File: src/rtl/lp_fsm_pkg.sv
package lp_fsm_pkg;

    localparam int STATE_W = 3;

    typedef enum logic [STATE_W-1:0] {
        ST_HOME = 3'b000,
        ST_STEP = 3'b001,
        ST_TURN = 3'b010,
        ST_PEAK = 3'b011,
        ST_SIDE = 3'b100
    } state_e;

    // Per-bit storage of one low-power scan cell
    typedef struct packed {
        logic chain;   // serial path bit
        logic hold;    // logic-facing copy, frozen while shifting
    } cell_t;

endpackage

File: src/rtl/lp_fsm_next.sv
module lp_fsm_next
    import lp_fsm_pkg::*;
(
    input  logic [STATE_W-1:0] cur,
    input  logic               advance,
    input  logic               path_sel,
    output logic [STATE_W-1:0] nxt
);

    always_comb begin
        nxt = cur;
        case (cur)
            ST_HOME: if (advance) nxt = path_sel ? ST_SIDE : ST_STEP;
            ST_STEP: if (advance) nxt = ST_PEAK;
            ST_PEAK: if (advance) nxt = ST_TURN;
            ST_TURN: if (advance) nxt = ST_HOME;
            ST_SIDE: if (advance) nxt = ST_TURN;
            default: nxt = ST_HOME;
        endcase
    end

endmodule

File: src/rtl/lp_scan_cell.sv
module lp_scan_cell
    import lp_fsm_pkg::*;
(
    input  logic clk,
    input  logic rst,
    input  logic scan_en,
    input  logic ser_i,
    input  logic func_d,
    output logic chain_o,
    output logic logic_o
);

    cell_t cell_d, cell_q;

    always_comb begin
        cell_d = cell_q;
        if (rst) begin
            cell_d = '0;
        end else if (scan_en) begin
            cell_d.chain = ser_i;
        end else begin
            cell_d.chain = func_d;
            cell_d.hold  = func_d;
        end
    end

    always_ff @(posedge clk) begin
        cell_q <= cell_d;
    end

    assign chain_o = cell_q.chain;
    assign logic_o = scan_en ? cell_q.hold : cell_q.chain;

endmodule

File: src/rtl/lp_scan_fsm.sv
module lp_scan_fsm
    import lp_fsm_pkg::*;
(
    input  logic               clk,
    input  logic               rst,
    input  logic               advance,
    input  logic               path_sel,
    input  logic               scan_in,
    input  logic               scan_en,
    output logic               scan_out,
    output logic [STATE_W-1:0] state_o
);

    logic [STATE_W-1:0] chain_w;
    logic [STATE_W-1:0] view_w;
    logic [STATE_W-1:0] nxt_w;

    lp_fsm_next u_next (
        .cur      (view_w),
        .advance  (advance),
        .path_sel (path_sel),
        .nxt      (nxt_w)
    );

    for (genvar i = 0; i < STATE_W; i++) begin : g_cell
        logic ser_w;
        if (i == STATE_W - 1) begin : g_head
            assign ser_w = scan_in;
        end else begin : g_link
            assign ser_w = chain_w[i+1];
        end
        lp_scan_cell u_cell (
            .clk     (clk),
            .rst     (rst),
            .scan_en (scan_en),
            .ser_i   (ser_w),
            .func_d  (nxt_w[i]),
            .chain_o (chain_w[i]),
            .logic_o (view_w[i])
        );
    end

    assign scan_out = chain_w[0];
    assign state_o  = view_w;

endmodule

File: config.mk
export PLATFORM = sky130hd
export DESIGN_NAME = lp_scan_fsm
export DESIGN_NICKNAME = d
export VERILOG_FILES = /design/src/rtl/lp_fsm_pkg.sv /design/src/rtl/lp_fsm_next.sv /design/src/rtl/lp_scan_cell.sv /design/src/rtl/lp_scan_fsm.sv
export SDC_FILE = /design/constraint.sdc
export NUM_CORES = 1
export LEC_CHECK = 0
export ABC_AREA = 1
export BUFFER_PORTS_ARGS = -buffer_cell sky130_fd_sc_hd__buf_2
export CORE_AREA = 2 2 39 41
export CTS_CLUSTER_DIAMETER = 150
export DETAILED_ROUTE_END_ITERATION = 16
export DIE_AREA = 0 0 41 43
export PLACE_DENSITY = 0.43
export SYNTH_ARGS = -nofsm -noshare
export SYNTH_HDL_FRONTEND = slang
export SYNTH_HIERARCHICAL = 1
export SYNTH_SLANG_ARGS = --single-unit
File: constraint.sdc
create_clock -name clk -period 1.4 [get_ports clk]
set_clock_uncertainty 0.05 [all_clocks]
set_input_delay 0.14 -clock clk [delete_from_list [all_inputs] [get_ports clk]]
set_output_delay 0.14 -clock clk [all_outputs]
set_load 0.005 [all_outputs]
==> results of run 1 <==
==> stage by stage <==
step / util / total power [mW] / hold slack [ns] / std cells / instance area [µm²]
2_1_floorplan: - / 0.236 / 0.159 / 50 / 300
3_3_place_gp: 0.264 / 0.265 / 0.340 / 75 / 365
3_5_place_dp: 0.264 / 0.264 / 0.340 / 75 / 365
4_1_cts: 0.280 / 0.430 / 0.0788 / 78 / 388
5_1_grt: 0.280 / 0.449 / 0.0908 / 78 / 388
6_report: 0.280 / 0.417 / 0.0815 / 78 / 388
==> final cells by class <==
type,count,share of cell area
Multi-Input combinational cell,37,0.397
Sequential cell,6,0.310
Timing Repair Buffer,9,0.116
Inverter,7,0.0677
Clock buffer,3,0.0581
Tap cell,16,0.0516
==> layer usage <==
metal / track usage / up-vias / wire length (µm)
met2: 0.106 / 8 / 259
met4: 0.0800 / 0 / 19
met5: 0 / - / 0
met3: 0.0314 / 2 / 35
met1: 0.104 / 130 / 286
li1: - / 179 / -
==> critical path: stages, from the launching register on <==
cell     delay (ns)
dfxtp_1        0.32
nand2_1        0.05
nand2_1        0.16
inv_2          0.05
nand3_1        0.07
nand2_1        0.05
nor2_1         0.10
nand2_1        0.08
a21oi_1        0.12
==> power by group through the flow <==
stage | Combinational [mW] | Clock, mW | Sequential [mW]
3_3_place_gp | 0.0755 | 0 | 0.189
6_report | 0.0730 | 0.158 | 0.186
5_1_grt | 0.0863 | 0.175 | 0.187
2_1_floorplan | 0.0466 | 0 | 0.189
3_5_place_dp | 0.0745 | 0 | 0.189
4_1_cts | 0.0746 | 0.169 | 0.186
==> layout by cell type (no fill, tap or decap) <==
cell type | synthesis | routed
inv_1 | 6 | 6
o21ai_2 | 1 | 1
dfxtp_1 | 6 | 6
buf_2 | 0 | 9
nor2_1 | 6 | 6
inv_2 | 1 | 1
clkbuf_4 | 0 | 3
nand2_1 | 22 | 22
a21oi_1 | 7 | 7
nand3_1 | 1 | 1
==> flip-flops by register name (all words and copies together) (netlist names) <==
signal / count
g_cell.u_cell/chain_o: 3
g_cell.u_cell/cell_q: 3
==> cell families (layout without fill, tap and decap cells) <==
| logic type | Yosys count | in the layout | synth area share |
|---|---|---|---|
| and+or+nand+nor | 29 | 29 | 0.367 |
| AOI/OAI and AO/OA | 8 | 8 | 0.146 |
| buffers and inverters | 7 | 19 | 0.0875 |
| DFF | 6 | 6 | 0.400 |
==> worst max path at each step <==
stage / startpoint / to / slack [ns]
finish: g_cell[2].u_cell/chain_o / g_cell[1].u_cell/chain_o / 0.26
global route: g_cell[1].u_cell/chain_o / g_cell[2].u_cell/chain_o / 0.08
CTS: g_cell[2].u_cell/chain_o / g_cell[1].u_cell/chain_o / 0.26
detailed placement: scan_en / g_cell[1].u_cell/cell_q[0] / 0.19
global placement: scan_en / g_cell[1].u_cell/chain_o / 0.18
floorplan: g_cell[1].u_cell/cell_q[0] / g_cell[1].u_cell/cell_q[0] / 0.37
==> results.md, run 1 <==
- DR vias/cell: 4.09
- CTS Buffer Depth: 2
- Hold Path Cell Cnt: 2
- Internal power: 0.308 mW
- Starting DRT DRC Count: 0
- Worst min-delay path category: in2reg
- Combinational group share of total power: 0.175
- Filler instances: 171
- Initial antenna violation count: 0
- Req. time, crit path: 1.52 ns
- Post-synth top area cell: dfxtp_1
- Root buf cell: clkbuf_4
- Top_reg_cell synth: dfxtp_1
- H-tree levels: 1
- Async set-or-reset flop fraction in the synthesized netlist: 0
- Global-route wire length before repair: 952 µm
- Clock Sinks: 6
- Sw power: 0.109 mW
- PD cells: 1080 nW/µm²
- Tmin final: 1.14 ns
- First drt pass iteration count: 1
- Antenna Cells: 0
- Synth Net Count: 56
- Synth cell types: 8
- Reg power frac: 0.446
- CP Launch Type: register
- Post_cts resized: 0
- Core area: 1380 µm²
- Setup TNS: 0 ns
- Highest clock rate: 879 MHz
- DR vias: 319
- Worst slew margin: 0.867
- Rows: 14
- Post-synth top area share: 0.400
- RSZ-0062 raised after global routing: no
- CTS clk-pin slew, worst paths: 0.05 ns
- Peak supply drop: 0.000464 V
- Maxcap violations: 0
- RR Startpoint: g_cell[2].u_cell/chain_o
- Synth Area per Inst: 6.01 µm²
- Multi-input logic area: 154 µm²
- Die X: 41 µm
- Post-route ant nets: 0
- Die height: 43 µm
- Pre-CTS setup slack: 0.188 ns
- Max Slew Vio Count: 0
- CP endpoint kind: register
- Tot GR Track Use: 0.0846
- Clk_lat worst skew: 0.24 ns
- Layout cells sized above 1: 0.226
- I/O pins: 10
- Nets: 70
- Detailed Place HPWL: 506 µm
- Routed WL: 600 µm
- Maximum number of pins on one net before global-route repair: 10
- Worst-Margin Slew: 0.199 ns
- Depth of the most critical reg-to-reg path: 8
- Routed wire per std cell: 7.69 µm
- Mapped cell area: 300 µm²
- Final Hold Viols: 0
- Hold buffer count at cts: 0
- Initial Util: 0.217
- TritonCTS Buffers: 3
- Ys Warns: 6
- TritonCTS clock tree: yes
- Synth-to-Final Area Change: 29.2%
- Crit path max fanout: 5
- Critical path class: reg2reg
- P_leak: 0.215 nW
- Die area: 1760 µm²
- GP Congestion: 0.648
- Hold endpoint: g_cell[2].u_cell/cell_q[0]
- Gate Count Post-Synth: 50
- Status: finished, final reports clean
- Setup bufs post-CTS: 0
- CP arrival: 1.26 ns
- # DRC: 0
- FF+latch count, synth: 6
- # setup viols final: 0
- Overflow after GRT: 0
- Sw Ratio: 0.261
- Count leader, synth: nand2_1
- I/O Buffers: 9
- Final critical-path setup slack: 0.262 ns
- Post-synth EDFFs: 0
- Most area-consuming cells after synthesis: dfxtp_1 40%, nand2_1 27%, a21oi_1 12%, inv_1 7.5%, nor2_1 7.5%
- Reg2reg end: g_cell[1].u_cell/chain_o
- R2r setup slk: 0.26 ns
- Vias in the first global route: 262
- Sequential area share after synthesis: 0.400
- Final Cycle Share: 0.813
- Register area: 120 µm²
- Top cells by count, synth: 22 x nand2_1, 7 x a21oi_1, 6 x dfxtp_1, 6 x inv_1, 6 x nor2_1
- Proportion of power drawn by the clock network: 0.379
- Hold_sp: rst
Power figures use the tool's default switching activity.
==> run 2, diff against run 1 <==
--- a/config.mk
+++ b/config.mk
@@ -5,13 +5,13 @@
 export SDC_FILE = /design/constraint.sdc
 export NUM_CORES = 1
 export LEC_CHECK = 0
-export ABC_AREA = 1
+export ABC_AREA = 0
 export BUFFER_PORTS_ARGS = -buffer_cell sky130_fd_sc_hd__buf_2
 export CORE_AREA = 2 2 39 41
 export CTS_CLUSTER_DIAMETER = 150
 export DETAILED_ROUTE_END_ITERATION = 16
 export DIE_AREA = 0 0 41 43
-export PLACE_DENSITY = 0.43
+export PLACE_DENSITY = 0.47
 export SYNTH_ARGS = -nofsm -noshare
 export SYNTH_HDL_FRONTEND = slang
 export SYNTH_HIERARCHICAL = 1
==> constraint.sdc (replaced) <==
create_clock -name clk -period 1 [get_ports clk]
set_clock_uncertainty 0.05 [all_clocks]
set_input_delay 0.1 -clock clk [delete_from_list [all_inputs] [get_ports clk]]
set_output_delay 0.1 -clock clk [all_outputs]
set_load 0.005 [all_outputs]
==> results.md, run 2 <==
- Crit path max fanout: 4
- TritonCTS clock tree: yes
- Highest clock rate: 809 MHz
- P_leak: 0.236 nW
- Root buf cell: clkbuf_4
- Count leader, synth: nand2_1
- Final critical-path setup slack: -0.236 ns
- Die height: 43 µm
- I/O Buffers: 9
- Top_reg_cell synth: dfxtp_1
- PD cells: 1140 nW/µm²
- Antenna Cells: 0
- Ys Warns: 6
- Most area-consuming cells after synthesis: dfxtp_1 36%, a21oi_2 16%, nand2b_4 13%, nand2_1 8.0%, o21ai_0 4.5%
- DR vias: 325
- Synth cell types: 14
- Tmin final: 1.24 ns
- Post-synth top area share: 0.364
- Routed wire per std cell: 9.80 µm
- Maxcap violations: 0
- Tot GR Track Use: 0.107
- Clock Sinks: 6
- Post-route ant nets: 0
- Starting DRT DRC Count: 0
- Die X: 41 µm
- Most common cell after layout, fill and taps aside: buf_4
- Synth Net Count: 42
- RSZ-0062 raised after global routing: yes
- Maximum number of pins on one net before global-route repair: 11
- # DRC: 0
- CP arrival: 1.36 ns
- Initial Util: 0.239
- Layout cells sized above 1: 0.780
- Final Cycle Share: 1.24
- Worst-Margin Slew: 0.259 ns
- Placed cells: 69
- Critical path class: reg2reg
- FF+latch count, synth: 6
- Core area: 1380 µm²
- Die area: 1760 µm²
- Synth-to-Final Area Change: 72.3%
- First drt pass iteration count: 1
- Overflow after GRT: 0
- Gate Count Post-Synth: 36
- Clk_lat worst skew: 0.24 ns
- Rows: 14
- CTS clk-pin slew, worst paths: 0.05 ns
- Top cells by count, synth: 7 x nand2_1, 6 x a21oi_2, 6 x dfxtp_1
- Async set-or-reset flop fraction in the synthesized netlist: 0
- Nets: 67
- Final Hold Viols: 0
- Hold Slack: 0.0656 ns
- CP endpoint kind: register
- Setup TNS: -1.55 ns
- # setup viols final: 9
- Post-synth EDFFs: 0
- Post-synth top area cell: dfxtp_1
- Req. time, crit path: 1.13 ns
- CTS Buffer Depth: 2
- Sequential area share after synthesis: 0.364
- TritonCTS Buffers: 3
- Status: finished with violations
- DR vias/cell: 4.33
- Synth Area per Inst: 9.18 µm²
- Initial antenna violation count: 0
- Routed WL: 735 µm
- Violated checks: negative setup slack
- Global-route wire length before repair: 1.24 mm
- Peak supply drop: 0.000686 V
- Detailed Place HPWL: 551 µm
- GP Congestion: 0.675
- Hold buffer count at cts: 0
- I/O pins: 10
- Worst min-delay path category: in2reg
- Mapped cell area: 330 µm²
- Most frequent cells in the layout: 10 x buf_4, 9 x buf_2, 7 x a21oi_2, 5 x nand2_1
- CP Launch Type: register
- Worst slew margin: 0.823
- Fin cells: 75
- Max Slew Vio Count: 0
- Total chip power: 0.649 mW
- H-tree levels: 1
- Vias in the first global route: 297
run 2: per-layer routing:
metal,routed length [µm],GRT usage
met2,339,0.131
met3,30,0.0471
met1,366,0.151
met4,0,0.0600
met5,0,0
run 2: final timing paths:
kind                                              endpoint                startpoint  slack (ns)  depth (start not counted)
worst min-delay path              g_cell[2].u_cell/chain_o                   scan_in        0.07                          3
worst min register to register    g_cell[0].u_cell/chain_o  g_cell[1].u_cell/chain_o        0.42                          2
worst max register to register  g_cell[1].u_cell/cell_q[0]  g_cell[1].u_cell/chain_o       -0.24                          6
worst max-delay path            g_cell[1].u_cell/cell_q[0]  g_cell[1].u_cell/chain_o       -0.24                          6
run 2: timing repair:
action / 4_1_cts / 5_1_grt
setup buffers: 1 / 2
endpoints found under the setup margin: 9 / 9
hold endpoints to repair: 0 / 0
pin swaps: 2 / 1
resized for setup: 5 / 2
run 2: cell type report:
| type | count | area [µm²] |
|---|---|---|
| clock buffers | 3 | 22.5 |
| fillers | 148 | 815 |
| inverters | 3 | 11.3 |
| multi-input cells | 27 | 260 |
| flip-flops and latches | 6 | 124 |
| well taps | 16 | 20.0 |
| repair buffers | 20 | 131 |
run 2: critical path: stages (launching register included):
cell,delay (ns)
dfxtp_2,0.32
inv_2,0.04
o21ai_4,0.22
mux2i_1,0.15
o32ai_4,0.17
nand2b_4,0.09
a21oi_2,0.12
run 2: cell families after synthesis:
logic type / count (synthesis) / share of synthesized area
simple gates: 13 / 0.265
buf+inv: 3 / 0.0341
mux: 1 / 0.0303
compound gates: 13 / 0.307
flops: 6 / 0.364
run 2: per-stage QoR:
stage               setup slack [ns]  utilization  cell area, µm²
floorplan                     -0.200            -             378
global placement              -0.274        0.363             503
detailed placement            -0.299        0.363             503
CTS                           -0.234        0.390             539
global route                  -0.298        0.411             569
finish                        -0.236        0.411             569
run 2: report_power, final:
part           leakage, nW  total (mW)  switching [mW]  internal (mW)
logic                0.172       0.169          0.0828         0.0862
registers           0.0502       0.260         0.00601          0.254
clock network       0.0138       0.219          0.0839          0.136
total                0.236       0.649           0.173          0.476
